File: config.mk
export PLATFORM = sky130hd
export DESIGN_NAME = bist_remap_ctrl
export DESIGN_NICKNAME = d
export VERILOG_FILES = /design/src/rtl/bist_remap_pkg.sv /design/src/rtl/bist_seq.sv /design/src/rtl/mark_table.sv /design/src/rtl/access_mux.sv /design/src/rtl/bist_remap_ctrl.sv
export SDC_FILE = /design/constraint.sdc
export NUM_CORES = 1
export LEC_CHECK = 0
export ABC_AREA = 0
export BUFFER_PORTS_ARGS = -buffer_cell sky130_fd_sc_hd__clkbuf_2
export CAP_MARGIN = 20
export CELL_PAD_IN_SITES_DETAIL_PLACEMENT = 1
export CELL_PAD_IN_SITES_GLOBAL_PLACEMENT = 1
export CORE_AREA = 2 2 70 122
export CTS_CLUSTER_SIZE = 28
export DETAILED_ROUTE_END_ITERATION = 8
export DIE_AREA = 0 0 72 124
export GPL_ROUTABILITY_DRIVEN = 1
export PLACE_DENSITY_LB_ADDON = 0.15
export RECOVER_POWER = 100
export SETUP_SLACK_MARGIN = 0.4
export SYNTH_ARGS = -nofsm -noshare
export SYNTH_HDL_FRONTEND = slang
export SYNTH_SLANG_ARGS = --single-unit
File: constraint.sdc
create_clock -name clk -period 13.9 [get_ports clk]
set_clock_uncertainty 0.1 [all_clocks]
set_input_delay 2.085 -clock clk [delete_from_list [all_inputs] [get_ports clk]]
set_output_delay 2.085 -clock clk [all_outputs]
set_load 0.005 [all_outputs]
File: src/rtl/bist_remap_pkg.sv
// Package: shared state encoding for the self-test sequencer.
// Assumes a single-port SRAM with one-cycle registered read.
package bist_remap_pkg;

    typedef enum logic [2:0] {
        ST_IDLE,
        ST_W0,
        ST_R0,
        ST_C0,
        ST_W1,
        ST_R1,
        ST_C1
    } bist_st_e;

endpackage

File: src/rtl/bist_seq.sv
// Module: bist_seq
// Walks every SRAM address in ascending order, writing and reading back
// all zeros and then all ones, and reports each failing word.
// Assumes read data is valid in the cycle after the read strobe and that
// the mark table holds failing addresses in the order they are reported.
module bist_seq
    import bist_remap_pkg::*;
#(
    parameter int ADDR_W = 5,
    parameter int DATA_W = 12
) (
    input  logic              clk,
    input  logic              rst_n,
    input  logic              go_i,
    input  logic              full_i,
    input  logic [DATA_W-1:0] rdata_i,
    output logic [ADDR_W-1:0] b_addr_o,
    output logic [DATA_W-1:0] b_wdata_o,
    output logic              b_we_o,
    output logic              b_re_o,
    output logic              busy_o,
    output logic              done_o,
    output logic              clr_o,
    output logic              rec_o,
    output logic              err_o,
    output logic [ADDR_W-1:0] err_addr_o,
    output logic              rfail_o
);

    localparam logic [DATA_W-1:0] ONES = '1;
    localparam logic [DATA_W-1:0] ZERO = '0;

    bist_st_e          state, state_nx;
    logic [ADDR_W-1:0] addr;
    logic              chk, bad, adv, last, stop;

    // Compare decode: which cycle checks data and what it expects
    always_comb begin
        chk  = (state == ST_C0) || (state == ST_C1);
        bad  = chk && (rdata_i != ((state == ST_C1) ? ONES : ZERO));
        adv  = bad || (state == ST_C1);
        last = &addr;
        stop = bad && full_i;
    end

    // Next-state selection for the per-address write/read/compare walk
    always_comb begin
        state_nx = state;
        case (state)
            ST_IDLE: if (go_i) state_nx = ST_W0;
            ST_W0:   state_nx = ST_R0;
            ST_R0:   state_nx = ST_C0;
            ST_W1:   state_nx = ST_R1;
            ST_R1:   state_nx = ST_C1;
            ST_C0, ST_C1: begin
                if (stop)            state_nx = ST_IDLE;
                else if (!adv)       state_nx = ST_W1;
                else if (last)       state_nx = ST_IDLE;
                else                 state_nx = ST_W0;
            end
            default: state_nx = ST_IDLE;
        endcase
    end

    // State register
    always_ff @(posedge clk) begin
        if (!rst_n) state <= ST_IDLE;
        else        state <= state_nx;
    end

    // Address counter: restart on go, step after each finished word
    always_ff @(posedge clk) begin
        if (!rst_n || clr_o)                     addr <= '0;
        else if (chk && adv && !last && !stop)   addr <= addr + 1'b1;
    end

    // Run result flags: cleared on start, set by compare outcomes
    always_ff @(posedge clk) begin
        if (!rst_n || clr_o) begin
            done_o     <= 1'b0;
            err_o      <= 1'b0;
            err_addr_o <= '0;
            rfail_o    <= 1'b0;
        end else begin
            if (chk && (stop || (adv && last))) done_o <= 1'b1;
            if (bad) begin
                err_o      <= 1'b1;
                err_addr_o <= addr;
            end
            if (stop) rfail_o <= 1'b1;
        end
    end

    // Memory strobes and table controls decoded from the state
    always_comb begin
        clr_o     = (state == ST_IDLE) && go_i;
        rec_o     = bad && !full_i;
        busy_o    = (state != ST_IDLE);
        b_addr_o  = addr;
        b_we_o    = (state == ST_W0) || (state == ST_W1);
        b_re_o    = (state == ST_R0) || (state == ST_R1);
        b_wdata_o = (state == ST_W1) ? ONES : ZERO;
    end

endmodule

File: src/rtl/mark_table.sv
// Module: mark_table
// Holds the failing physical addresses and turns a logical address into
// the physical address of the matching healthy word.
// Assumes entries arrive in strictly ascending address order, so the
// remap can step over them in one pass.
module mark_table #(
    parameter int ADDR_W    = 5,
    parameter int MAX_MARKS = 4
) (
    input  logic              clk,
    input  logic              rst_n,
    input  logic              clr_i,
    input  logic              rec_i,
    input  logic [ADDR_W-1:0] rec_addr_i,
    input  logic              rfail_i,
    input  logic [ADDR_W-1:0] lg_addr_i,
    output logic [ADDR_W-1:0] ph_addr_o,
    output logic              in_range_o,
    output logic [ADDR_W:0]   usable_o,
    output logic              full_o
);

    localparam int              CNT_W   = $clog2(MAX_MARKS + 1);
    localparam logic [ADDR_W:0] DEPTH_V = (ADDR_W + 1)'(1 << ADDR_W);

    logic [ADDR_W-1:0] slot [MAX_MARKS];
    logic [CNT_W-1:0]  cnt;
    logic [ADDR_W:0]   walk;

    // Entry count: cleared per run, bumped on each accepted mark
    always_ff @(posedge clk) begin
        if (!rst_n || clr_i)                      cnt <= '0;
        else if (rec_i && !full_o)                cnt <= cnt + 1'b1;
    end

    // One register per table slot, loaded when it is the next free one
    for (genvar g = 0; g < MAX_MARKS; g++) begin : g_slot
        always_ff @(posedge clk) begin
            if (!rst_n || clr_i)                                slot[g] <= '0;
            else if (rec_i && (cnt == CNT_W'(g)))               slot[g] <= rec_addr_i;
        end
    end

    // Remap: step the logical index past every marked word at or below it
    always_comb begin
        walk = {1'b0, lg_addr_i};
        for (int i = 0; i < MAX_MARKS; i++) begin
            if ((CNT_W'(i) < cnt) && ({1'b0, slot[i]} <= walk))
                walk = walk + (ADDR_W + 1)'(1);
        end
    end

    // Capacity and range outputs
    always_comb begin
        full_o     = (cnt == CNT_W'(MAX_MARKS));
        usable_o   = rfail_i ? '0 : (DEPTH_V - (ADDR_W + 1)'(cnt));
        in_range_o = ({1'b0, lg_addr_i} < usable_o);
        ph_addr_o  = walk[ADDR_W-1:0];
    end

endmodule

File: src/rtl/access_mux.sv
// Module: access_mux
// Chooses between the self-test and user paths towards the SRAM and
// gates user read data and out-of-range accesses.
// Assumes the user address has already been remapped.
module access_mux #(
    parameter int ADDR_W = 5,
    parameter int DATA_W = 12
) (
    input  logic              sel_bist_i,
    input  logic [ADDR_W-1:0] b_addr_i,
    input  logic [DATA_W-1:0] b_wdata_i,
    input  logic              b_we_i,
    input  logic              b_re_i,
    input  logic [ADDR_W-1:0] u_addr_i,
    input  logic [DATA_W-1:0] u_wdata_i,
    input  logic              u_we_i,
    input  logic              u_re_i,
    input  logic              in_range_i,
    input  logic [DATA_W-1:0] mem_rdata_i,
    output logic [ADDR_W-1:0] mem_addr_o,
    output logic [DATA_W-1:0] mem_wdata_o,
    output logic              mem_we_o,
    output logic              mem_re_o,
    output logic [DATA_W-1:0] u_rdata_o,
    output logic              u_oor_o
);

    // Path selection and range gating
    always_comb begin
        u_oor_o     = !sel_bist_i && (u_we_i || u_re_i) && !in_range_i;
        mem_addr_o  = sel_bist_i ? b_addr_i  : u_addr_i;
        mem_wdata_o = sel_bist_i ? b_wdata_i : u_wdata_i;
        mem_we_o    = sel_bist_i ? b_we_i    : (u_we_i && in_range_i);
        mem_re_o    = sel_bist_i ? b_re_i    : (u_re_i && in_range_i);
        u_rdata_o   = sel_bist_i ? '0        : mem_rdata_i;
    end

endmodule

File: src/rtl/bist_remap_ctrl.sv
// Module: bist_remap_ctrl (top)
// Stuck-at self-test of an external single-port SRAM, with repair done by
// renumbering logical addresses onto the healthy physical words.
// Assumes a one-cycle registered SRAM read and a synchronous active-low reset.
module bist_remap_ctrl #(
    parameter int ADDR_W    = 5,
    parameter int DATA_W    = 12,
    parameter int MAX_MARKS = 4
) (
    input  logic              clk,
    input  logic              rst_n,
    input  logic              test_mode,
    input  logic              start,
    output logic              busy,
    output logic              done,
    output logic              sram_err,
    output logic [ADDR_W-1:0] err_addr,
    output logic              repair_fail,
    output logic [ADDR_W:0]   usable_cnt,
    input  logic [ADDR_W-1:0] usr_addr,
    input  logic [DATA_W-1:0] usr_wdata,
    input  logic              usr_we,
    input  logic              usr_re,
    output logic [DATA_W-1:0] usr_rdata,
    output logic              usr_oor,
    output logic [ADDR_W-1:0] mem_addr,
    output logic [DATA_W-1:0] mem_wdata,
    output logic              mem_we,
    output logic              mem_re,
    input  logic [DATA_W-1:0] mem_rdata
);

    logic [ADDR_W-1:0] b_addr, ph_addr;
    logic [DATA_W-1:0] b_wdata;
    logic              b_we, b_re, clr, rec, full, in_range, sel_bist;

    // The test path owns the SRAM when selected or while a run is active
    assign sel_bist = test_mode || busy;

    bist_seq #(.ADDR_W(ADDR_W), .DATA_W(DATA_W)) u_seq (
        .clk        (clk),
        .rst_n      (rst_n),
        .go_i       (start && test_mode),
        .full_i     (full),
        .rdata_i    (mem_rdata),
        .b_addr_o   (b_addr),
        .b_wdata_o  (b_wdata),
        .b_we_o     (b_we),
        .b_re_o     (b_re),
        .busy_o     (busy),
        .done_o     (done),
        .clr_o      (clr),
        .rec_o      (rec),
        .err_o      (sram_err),
        .err_addr_o (err_addr),
        .rfail_o    (repair_fail)
    );

    mark_table #(.ADDR_W(ADDR_W), .MAX_MARKS(MAX_MARKS)) u_tab (
        .clk        (clk),
        .rst_n      (rst_n),
        .clr_i      (clr),
        .rec_i      (rec),
        .rec_addr_i (b_addr),
        .rfail_i    (repair_fail),
        .lg_addr_i  (usr_addr),
        .ph_addr_o  (ph_addr),
        .in_range_o (in_range),
        .usable_o   (usable_cnt),
        .full_o     (full)
    );

    access_mux #(.ADDR_W(ADDR_W), .DATA_W(DATA_W)) u_mux (
        .sel_bist_i  (sel_bist),
        .b_addr_i    (b_addr),
        .b_wdata_i   (b_wdata),
        .b_we_i      (b_we),
        .b_re_i      (b_re),
        .u_addr_i    (ph_addr),
        .u_wdata_i   (usr_wdata),
        .u_we_i      (usr_we),
        .u_re_i      (usr_re),
        .in_range_i  (in_range),
        .mem_rdata_i (mem_rdata),
        .mem_addr_o  (mem_addr),
        .mem_wdata_o (mem_wdata),
        .mem_we_o    (mem_we),
        .mem_re_o    (mem_re),
        .u_rdata_o   (usr_rdata),
        .u_oor_o     (usr_oor)
    );

endmodule

==> flow_summary_export.csv, run 1 <==
group,metric,value,unit
run_status,status,"finished, final reports clean",
route,drt_first_pass_iters,4,
placement,dp_slack,2030,ps
synthesis,syn_nets,471,
synthesis,synth_area_leaders,"edfxtp_1 17%, ha_1 12%, dfxtp_1 11%",
floorplanning,io_pins,82,
synthesis,synth_top_area_share,17.5,%
cts,hold_buffers,0,
worst_setup_path,cpPeakStageDelay,480,ps
route,wl_per_cell,17.1,um
min_path,hp-class,"register to register",
route,via_count,3256,
final_layout,area_growth,16.3,%
synthesis,avgSynthCellArea,8.53,um2
global_routing,grt_max_degree,30,
final_layout,seqCellArea,981,um2
synthesis,async_flop_share,0,%
placement,dp_hpwl,8100,um
sta,post-route-period-util,87.7,%
cts,ctsResizeCount,0,
synthesis,syn-cell-area,0.00344,mm2
synthesis,netlist.top_cell.by_area,"edfxtp_1",
worst_setup_path,arrival,10000,ps
route,ant_nets,0,
final_layout,final_nets,545,
final_layout,stdcell_area,0.00400,mm2
worst_setup_path,cp_data_required_time,11720,ps
pwr,p_leak,0.00180,uW
sta,setup_ws,1710,ps
synthesis,synth_cell_types,61,
placement,placed_area,0.00389,mm2
global_routing,antenna_found_initial,0,
sta,fin_tns_setup,0,ps
sta,rsz0062_at_grt,"no",
synthesis,ys.warnings.count,0,
flow_run,cap_violations,0,
cts,cts_buffers,5,
floorplanning,core.rowCount,43,
sta,hold_ws,399,ps
global_routing,grt_pass1_vias,3389,
cts,clock_path_buffers,2,
sta,slew_headroom,31.7,%
cts,cts_sinks,39,
sta,tightest_slew,1030,ps
pwr,p_per_area,85.5,mW/mm2
route,drc,0,
route,wl,9690,um
cts,htreeDepth,2,
worst_setup_path,end_kind,"primary output",
sta,timing.fmax,0.0820,GHz
worst_setup_path,crit_type,"primary input to primary output",
floorplanning,die_y,124,um
sta,setup_violations,0,
cts,tritoncts,"done",
global_routing,grt_overflow,0,
route,drtIter0Drc,93,
floorplanning,die_w,72,um
sta,drv_slew,0,
synthesis,synth_cells,403,
placement,post-place-cells,560,
cts,clockRootBuffer,"clkbuf_16",
final_layout,final_cells,568,
final_layout,num_antenna_cells,0,
floorplanning,start_util,43.5,%
placement,port_buffers,81,
synthesis,yosysSeqAreaShare,28.5,%
cts,path_clk_slew,60,ps
floorplanning,dieArea,0.00893,mm2
route,vias_per_cell,5.73,
cts,cts_setup_buffers,0,
synthesis,synth_flop_cell,"edfxtp_1",
sta,period_minus_slack,12190,ps
synthesis,synth_edf_count,20,
final_layout,multi_input_area,0.00225,mm2
worst_setup_path,cp-start-kind,"primary input",
cts,clk-insertion-delay-late,280,ps
worst_setup_path,crit_fanout,13,
worst_setup_path,cp_slowest_cell,"o21ai_2",
sta,hold_viol,0,
synthesis,ys_seq_elements,39,
global_routing,grt_pass1_wl,16000,um
global_routing,track_usage,22.6,%
final_layout,nFillCells,993,
floorplanning,fp.coreArea,0.00791,mm2
pwr,ir_drop,0.0000774,V
final_layout,drive_above_1_share,17.8,%
placement,place_congestion,0.809,
-- worst paths after layout --
path / slack, ps / startpoint / end / cells after the start
setup / recovery: 1710 / usr_addr[2] / mem_addr[1] / 35
hold reg to reg: 400 / u_seq.done_o$_SDFFE_PP0P_ / u_seq.done_o$_SDFFE_PP0P_ / 2
setup reg to reg: 11100 / u_seq.state[0]$_SDFFE_PN0P_ / u_tab.slot[3][0]$_SDFFCE_PN0P_ / 5
hold / removal: 400 / u_seq.done_o$_SDFFE_PP0P_ / u_seq.done_o$_SDFFE_PP0P_ / 2
-- layer usage --
metal | track usage, % | routed length, um | up-vias
met5 | 0 | 0 | -
met3 | 3.56 | 299 | 22
met1 | 23.6 | 3710 | 1559
met4 | 9.32 | 267 | 0
met2 | 43.6 | 5410 | 76
li1 | - | - | 1599
-- final cells by class --
cell class,instances,share of cell area [%]
Tap cell,90,2.81
Inverter,29,2.72
Clock buffer,6,3.47
Clock inverter,2,0.375
Multi-Input combinational cell,318,56.3
Sequential cell,39,24.5
Timing Repair Buffer,84,9.79
-- Yosys cell counts, drive strengths merged, types with 4 or more instances --
cell type  number
nor2           40
ha             33
and2           29
inv            29
nand2          28
edfxtp         20
dfxtp          19
o21ai          17
xnor2          14
a21o           13
a21oi          13
clkbuf         12
mux2i          10
nand4          10
and3            9
nand2b          7
nor2b           7
nor3            7
o21a            6
o31ai           6
buf             5
nand3           5
a31oi           4
or3             4
xor2            4
-- power breakdown --
part / internal, uW / switching [uW] / leakage [uW]
logic: 39.3 / 53.7 / 0.00135
clock network: 71.7 / 45.2 / 0.0000774
registers: 127 / 5.19 / 0.000365
-- state kept, by name, summed over array words and instances (netlist names) --
register and flops:
u_tab.slot 20, u_seq.b_addr_o 5, u_seq.err_addr_o 5, u_seq.state 3, u_tab.cnt 3, u_seq.done_o 1
u_seq.err_o 1, u_seq.rfail_o 1
-- stage by stage --
stage | utilization [%] | total power, uW
2_1_floorplan | - | 195
3_3_place_gp | 49.2 | 228
3_5_place_dp | 49.2 | 231
4_1_cts | 51.1 | 348
5_1_grt | 50.6 | 362
6_report | 50.6 | 342
-- cell families (layout without fill, tap and decap cells) --
family | Yosys count | in the layout | share of synthesized area (%)
adders and majority gates | 33 | 33 | 12.0
buffers and inverters | 46 | 121 | 5.78
AOI/OAI and AO/OA | 89 | 89 | 19.2
xor gates and xnor gates | 18 | 18 | 5.24
muxes | 12 | 12 | 3.57
and+or+nand+nor | 166 | 166 | 25.7
DFF | 39 | 39 | 28.5
-- critical path: cells and delay by family --
kind	cells	cell delay, ps
AND/OR/NAND/NOR	5	1070
XOR/XNOR	2	690
adder cells (fa/ha/maj)	4	1180
AO/OA/AOI/OAI	18	4010
buffers and inverters	6	980
-- cells in the final DEF (no fill, tap or decap), types with 9 or more instances in the layout --
cell type / instances
clkbuf_1: 25
edfxtp_1: 20
o21ai_0: 11
nand4_1: 10
a21o_1: 13
ha_1: 33
inv_1: 28
dfxtp_1: 19
a21oi_1: 12
nand2_1: 28
and2_0: 22
mux2i_1: 10
nor2_1: 40
and3_1: 9
clkbuf_2: 58
xnor2_1: 11
(Power assumes the default switching activity.)
==> run 2: changes to the inputs <==
Settings changed: GPL_TIMING_DRIVEN from default to 0, RECOVER_POWER 100 to 25.
==> run 2 against run 1 <==
Power grew 3.6%. Routed wire length grew 2.3%. Via count grew 1.2%. Die area is the same. Non-clock buffer count grew 15. Worst hold slack lost 29 ps. Sequential power is essentially flat. Clock power grew 6%. Sequential share of layout area shrank 0.63 points. Combinational power grew 6.8%. Global-route usage grew 0.28 points. Setup slack gained 190 ps. Largest cell class unchanged.
==> flow_summary_export.csv, run 2 (same netlist as run 1, synthesis figures left out) <==
group,metric,value,unit
route,wl,9910,um
sta,post-route-period-util,86.3,%
worst_setup_path,cp-start-kind,"primary input",
floorplanning,dieArea,0.00893,mm2
floorplanning,fp.coreArea,0.00791,mm2
min_path,hold-path-endpoint,"u_seq.err_o$_SDFFE_PP0P_",
final_layout,max_flop_register,"u_tab.slot",
route,drt_first_pass_iters,4,
route,drc,0,
route,vias_per_cell,5.65,
cts,hold_buffers,0,
final_layout,area_growth,19.4,%
global_routing,grt_pass1_vias,3496,
route,wl_per_cell,17.0,um
worst_setup_path,cp_slowest_cell,"a311oi_1",
final_layout,drive_above_1_share,21.1,%
placement,port_buffers,81,
placement,placed_area,0.00396,mm2
global_routing,grt_overflow,0,
min_path,min-delay-start,"u_seq.err_o$_SDFFE_PP0P_",
cts,clk-insertion-delay-late,280,ps
sta,timing.fmax,0.0834,GHz
worst_setup_path,timing.rr.start,"u_seq.state[2]$_SDFFE_PN0P_",
sta,setup_violations,0,
final_layout,final_nets,560,
cts,cts_buffers,5,
min_path,holdPathStages,2,
cts,cts_setup_buffers,0,
floorplanning,core.rowCount,43,
final_layout,nFillCells,993,
final_layout,stdcell_area,0.00411,mm2
cts,clock_path_buffers,2,
cts,clockRootBuffer,"clkbuf_16",
sta,fin_tns_setup,0,ps
floorplanning,die_y,124,um
global_routing,antenna_found_initial,0,
sta,drv_slew,0,
global_routing,grt_pass1_wl,16000,um
pwr,p_leak,0.00191,uW
placement,dp_hpwl,8230,um
worst_setup_path,ff2ff_path_depth,4,
floorplanning,start_util,43.5,%
run_status,status,"finished, final reports clean",
cts,htreeDepth,2,
floorplanning,io_pins,82,
worst_setup_path,crit_fanout,10,
sta,rsz0062_at_grt,"no",
final_layout,largest_register_ff_count,20,
cts,path_clk_slew,60,ps
worst_setup_path,end_kind,"primary output",
route,ant_nets,0,
route,via_count,3295,
sta,hold_viol,0,
worst_setup_path,rrSetupSlack,11210,ps
floorplanning,die_w,72,um
worst_setup_path,crit_type,"primary input to primary output",
worst_setup_path,cpPeakStageDelay,460,ps
global_routing,track_usage,22.9,%
global_routing,grt_max_degree,13,
final_layout,final_common_cell,"clkbuf_2",
cts,tritoncts,"done",
min_path,hp-class,"register to register",
worst_setup_path,cp_data_required_time,11720,ps
route,drtIter0Drc,71,
pwr,p_per_area,86.3,mW/mm2
cts,cts_sinks,39,
flow_run,cap_violations,0,
placement,place_congestion,0.844,
worst_setup_path,timing.rr.end,"u_tab.slot[3][3]$_SDFFCE_PN0P_",
final_layout,num_antenna_cells,0,
sta,period_minus_slack,12000,ps
sta,slew_headroom,49.8,%
cts,ctsResizeCount,0,
pwr,ir_drop,0.000107,V
worst_setup_path,arrival,9810,ps
sta,tightest_slew,747,ps
final_layout,layout_common_cells,"75 x clkbuf_2, 40 x nor2_1, 33 x ha_1",
[run 2: cell type report]
class | count | area (um2) | area share, %
Tap cell | 90 | 113 | 2.74
Buffer | 17 | 75.1 | 1.83
Clock buffer | 7 | 164 | 3.99
Multi-Input combinational cell | 318 | 2260 | 55.0
Sequential cell | 39 | 981 | 23.9
Clock inverter | 1 | 5.00 | 0.122
Timing Repair Buffer | 82 | 402 | 9.78
Inverter | 29 | 109 | 2.65
[run 2: metrics by stage]
stage | worst slack (ps) | power, uW | util (%) | instances | hold WS [ps]
2_1_floorplan | 3300 | 195 | - | 403 | 363
6_report | 1900 | 354 | 51.9 | 583 | 370
5_1_grt | 1170 | 374 | 51.9 | 583 | 431
4_1_cts | 1940 | 358 | 52.2 | 583 | 382
3_5_place_dp | 1980 | 233 | 50.1 | 575 | 365
3_3_place_gp | 2180 | 229 | 50.0 | 574 | 357
[run 2: layer usage]
| metal | part of all wire, % | track usage [%] | vias up | routed length (um) |
|---|---|---|---|---|
| met1 | 37 | 22.3 | 1583 | 3650 |
| li1 | - | - | 1621 | - |
| met2 | 58 | 47.2 | 67 | 5720 |
| met5 | 0 | 0 | - | 0 |
| met4 | 3.1 | 8.96 | 0 | 307 |
| met3 | 2.4 | 2.27 | 24 | 233 |
[run 2: worst max path at each step]
stage / slack, ps / endpoint / cells after the start / from
2_1_floorplan: 3300 / mem_addr[1] / 34 / usr_addr[2]
3_3_place_gp: 2180 / mem_addr[1] / 36 / usr_addr[2]
3_5_place_dp: 1980 / mem_addr[1] / 36 / usr_addr[2]
4_1_cts: 1940 / mem_addr[1] / 37 / usr_addr[2]
5_1_grt: 1170 / mem_addr[0] / 36 / usr_addr[2]
6_report: 1900 / mem_addr[1] / 37 / usr_addr[2]
[run 2: report_power, final]
group	leakage (uW)	internal [uW]	switching (uW)
clock network	0.0000850	81.9	42.5
registers	0.000365	127	3.77
logic	0.00146	42.7	56.5
[run 2: critical path: cells and delay by family]
family	cells	cell delay [ps]
adder cells (fa/ha/maj)	4	1210
AO/OA/AOI/OAI	18	3480
buffers and inverters	8	1320
AND/OR/NAND/NOR	5	1050
XOR/XNOR	2	650
==> run 3: changes to the inputs <==
Settings changed: GPL_TIMING_DRIVEN 0 to 1.
==> run 3 against run 2 <==
Combinational power decreased by 3.8%. Sequential share of layout area increased by 0.44 points. Routed wire length decreased by 2.1%. Critical endpoint unchanged. Critical path type unchanged. Setup slack improved by 170 ps. Power decreased by 2.9%. Highest routed layer unchanged.
==> flow_summary_export.csv, run 3 (same netlist as run 1, synthesis figures left out) <==
group,metric,value,unit
route,via_count,3256,
sta,setup_ws,2080,ps
route,m1WireLength,3740,um
global_routing,grt_pass1_wl,16000,um
pwr,p_leak,0.00188,uW
sta,period_minus_slack,11820,ps
cts,cts_sinks,39,
pwr,p_sw_share,30.1,%
worst_setup_path,cp_slowest_cell,"o21ai_2",
route,vias_per_cell,5.73,
worst_setup_path,ff2ff_path_depth,5,
worst_setup_path,rrSetupSlack,11110,ps
sta,tightest_slew,788,ps
global_routing,grt_overflow,0,
route,wl_per_cell,17.1,um
floorplanning,io_pins,82,
worst_setup_path,arrival,9640,ps
worst_setup_path,cp_num_cells,35,
sta,timing.fmax,0.0846,GHz
route,drtIter0Drc,100,
route,wl,9710,um
floorplanning,start_util,43.5,%
pwr,combPwrFrac,27.7,%
final_layout,final_cells,568,
final_layout,largest_register_ff_count,20,
sta,setup_violations,0,
floorplanning,dieArea,0.00893,mm2
sta,rsz0062_at_grt,"no",
sta,post-route-period-util,85.1,%
worst_setup_path,crit_type,"primary input to primary output",
final_layout,final_nets,545,
route,ant_nets,0,
placement,port_buffers,81,
final_layout,area_growth,17.3,%
worst_setup_path,crit_path_end,"mem_addr[1]",
worst_setup_path,cp_data_required_time,11720,ps
worst_setup_path,timing.rr.start,"u_seq.state[0]$_SDFFE_PN0P_",
placement,post-place-cells,560,
floorplanning,die_y,124,um
worst_setup_path,cpPeakStageDelay,510,ps
pwr,switchingPower,104,uW
cts,htreeDepth,2,
placement,dp_slack,2030,ps
min_path,holdPathStages,2,
sta,drv_slew,0,
cts,clock_path_buffers,2,
run_status,status,"finished, final reports clean",
route,wl_met3,290,um
cts,hold_buffers,0,
floorplanning,core.rowCount,43,
cts,cts_buffers,5,
worst_setup_path,cp.buffers_inverters,6,
min_path,hp-class,"register to register",
final_layout,final_common_cell,"clkbuf_2",
pwr,seq_power_share,38.4,%
global_routing,antenna_found_initial,0,
pwr,ir_drop,0.0000773,V
worst_setup_path,timing.rr.end,"u_tab.slot[3][0]$_SDFFCE_PN0P_",
sta,slew_headroom,47.2,%
pwr,p_per_area,85.3,mW/mm2
cts,tritoncts,"done",
cts,clockRootBuffer,"clkbuf_16",
worst_setup_path,crit_fanout,13,
sta,fin_tns_setup,0,ps
final_layout,max_flop_register,"u_tab.slot",
global_routing,track_usage,22.6,%
worst_setup_path,cp-start-kind,"primary input",
placement,dp_hpwl,8100,um
pwr,p_total,344,uW
worst_setup_path,startpoint,"usr_addr[2]",
final_layout,drive_above_1_share,22.0,%
final_layout,layout_common_cells,"76 x clkbuf_2, 40 x nor2_1, 33 x ha_1",
worst_setup_path,end_kind,"primary output",
route,top_layer_used,"met4",
flow_run,cap_violations,0,
sta,hold_ws,399,ps
placement,place_congestion,0.809,
route,drt_first_pass_iters,4,
final_layout,num_antenna_cells,0,
sta,hold_viol,0,
cts,cts_setup_buffers,0,
global_routing,grt_pass1_vias,3389,
pwr,intPower,240,uW
route,route.met2.wl,5410,um
pwr,pwr-share-clk,33.8,%
route,drc,0,
floorplanning,die_w,72,um
cts,path_clk_slew,60,ps
worst_setup_path,crit_family,"compound AO/OA/AOI/OAI gates",
cts,clk-insertion-delay-late,280,ps
global_routing,grt_max_degree,30,
cts,ctsResizeCount,0,
floorplanning,fp.coreArea,0.00791,mm2
==> run 3: worst min-delay path: cells and delay by family, from the launching register on <==
kind / cells / cell delay [ps]
and+or+nand+nor: 2 / 150
DFF: 1 / 310
==> run 3: how the worst min path moves through the flow <==
stage | end | slack (ps) | from
floorplan | u_seq.done_o$_SDFFE_PP0P_ | 360 | u_seq.done_o$_SDFFE_PP0P_
global placement | u_seq.err_o$_SDFFE_PP0P_ | 360 | u_seq.err_o$_SDFFE_PP0P_
detailed placement | u_seq.done_o$_SDFFE_PP0P_ | 390 | u_seq.done_o$_SDFFE_PP0P_
CTS | u_seq.done_o$_SDFFE_PP0P_ | 410 | u_seq.done_o$_SDFFE_PP0P_
global route | u_seq.err_addr_o[3]$_SDFFE_PP0P_ | 440 | u_seq.err_addr_o[3]$_SDFFE_PP0P_
finish | u_seq.done_o$_SDFFE_PP0P_ | 400 | u_seq.done_o$_SDFFE_PP0P_
==> run 3: power by group through the flow <==
stage	Combinational (uW)	Sequential, uW	Clock, uW
3_3_place_gp	93.2	135	0
4_1_cts	97.1	132	119
6_report	95.4	132	116
2_1_floorplan	63.2	132	0
3_5_place_dp	96.4	135	0
5_1_grt	107	133	124
==> run 3: layer usage <==
metal,track usage (%),vias up
li1,-,1602
met1,23.6,1561
met2,43.6,73
met3,3.56,20
met4,9.32,0
met5,0,-
==> run 3: area by class of cell <==
class	instances	area [um2]
fill	985	3870
multi-input combinational	318	2260
sequential	39	981
timing repair buffer	84	418
clock buffer	6	139
tap	90	113
inverter	29	109
clock inverter	2	15.0
==> run 3: metrics by stage <==
stage	utilization, %	cell area (um2)
finish	51.0	4030
global route	51.0	4030
CTS	51.1	4040
detailed placement	49.2	3890
global placement	49.2	3890
floorplan	-	3440
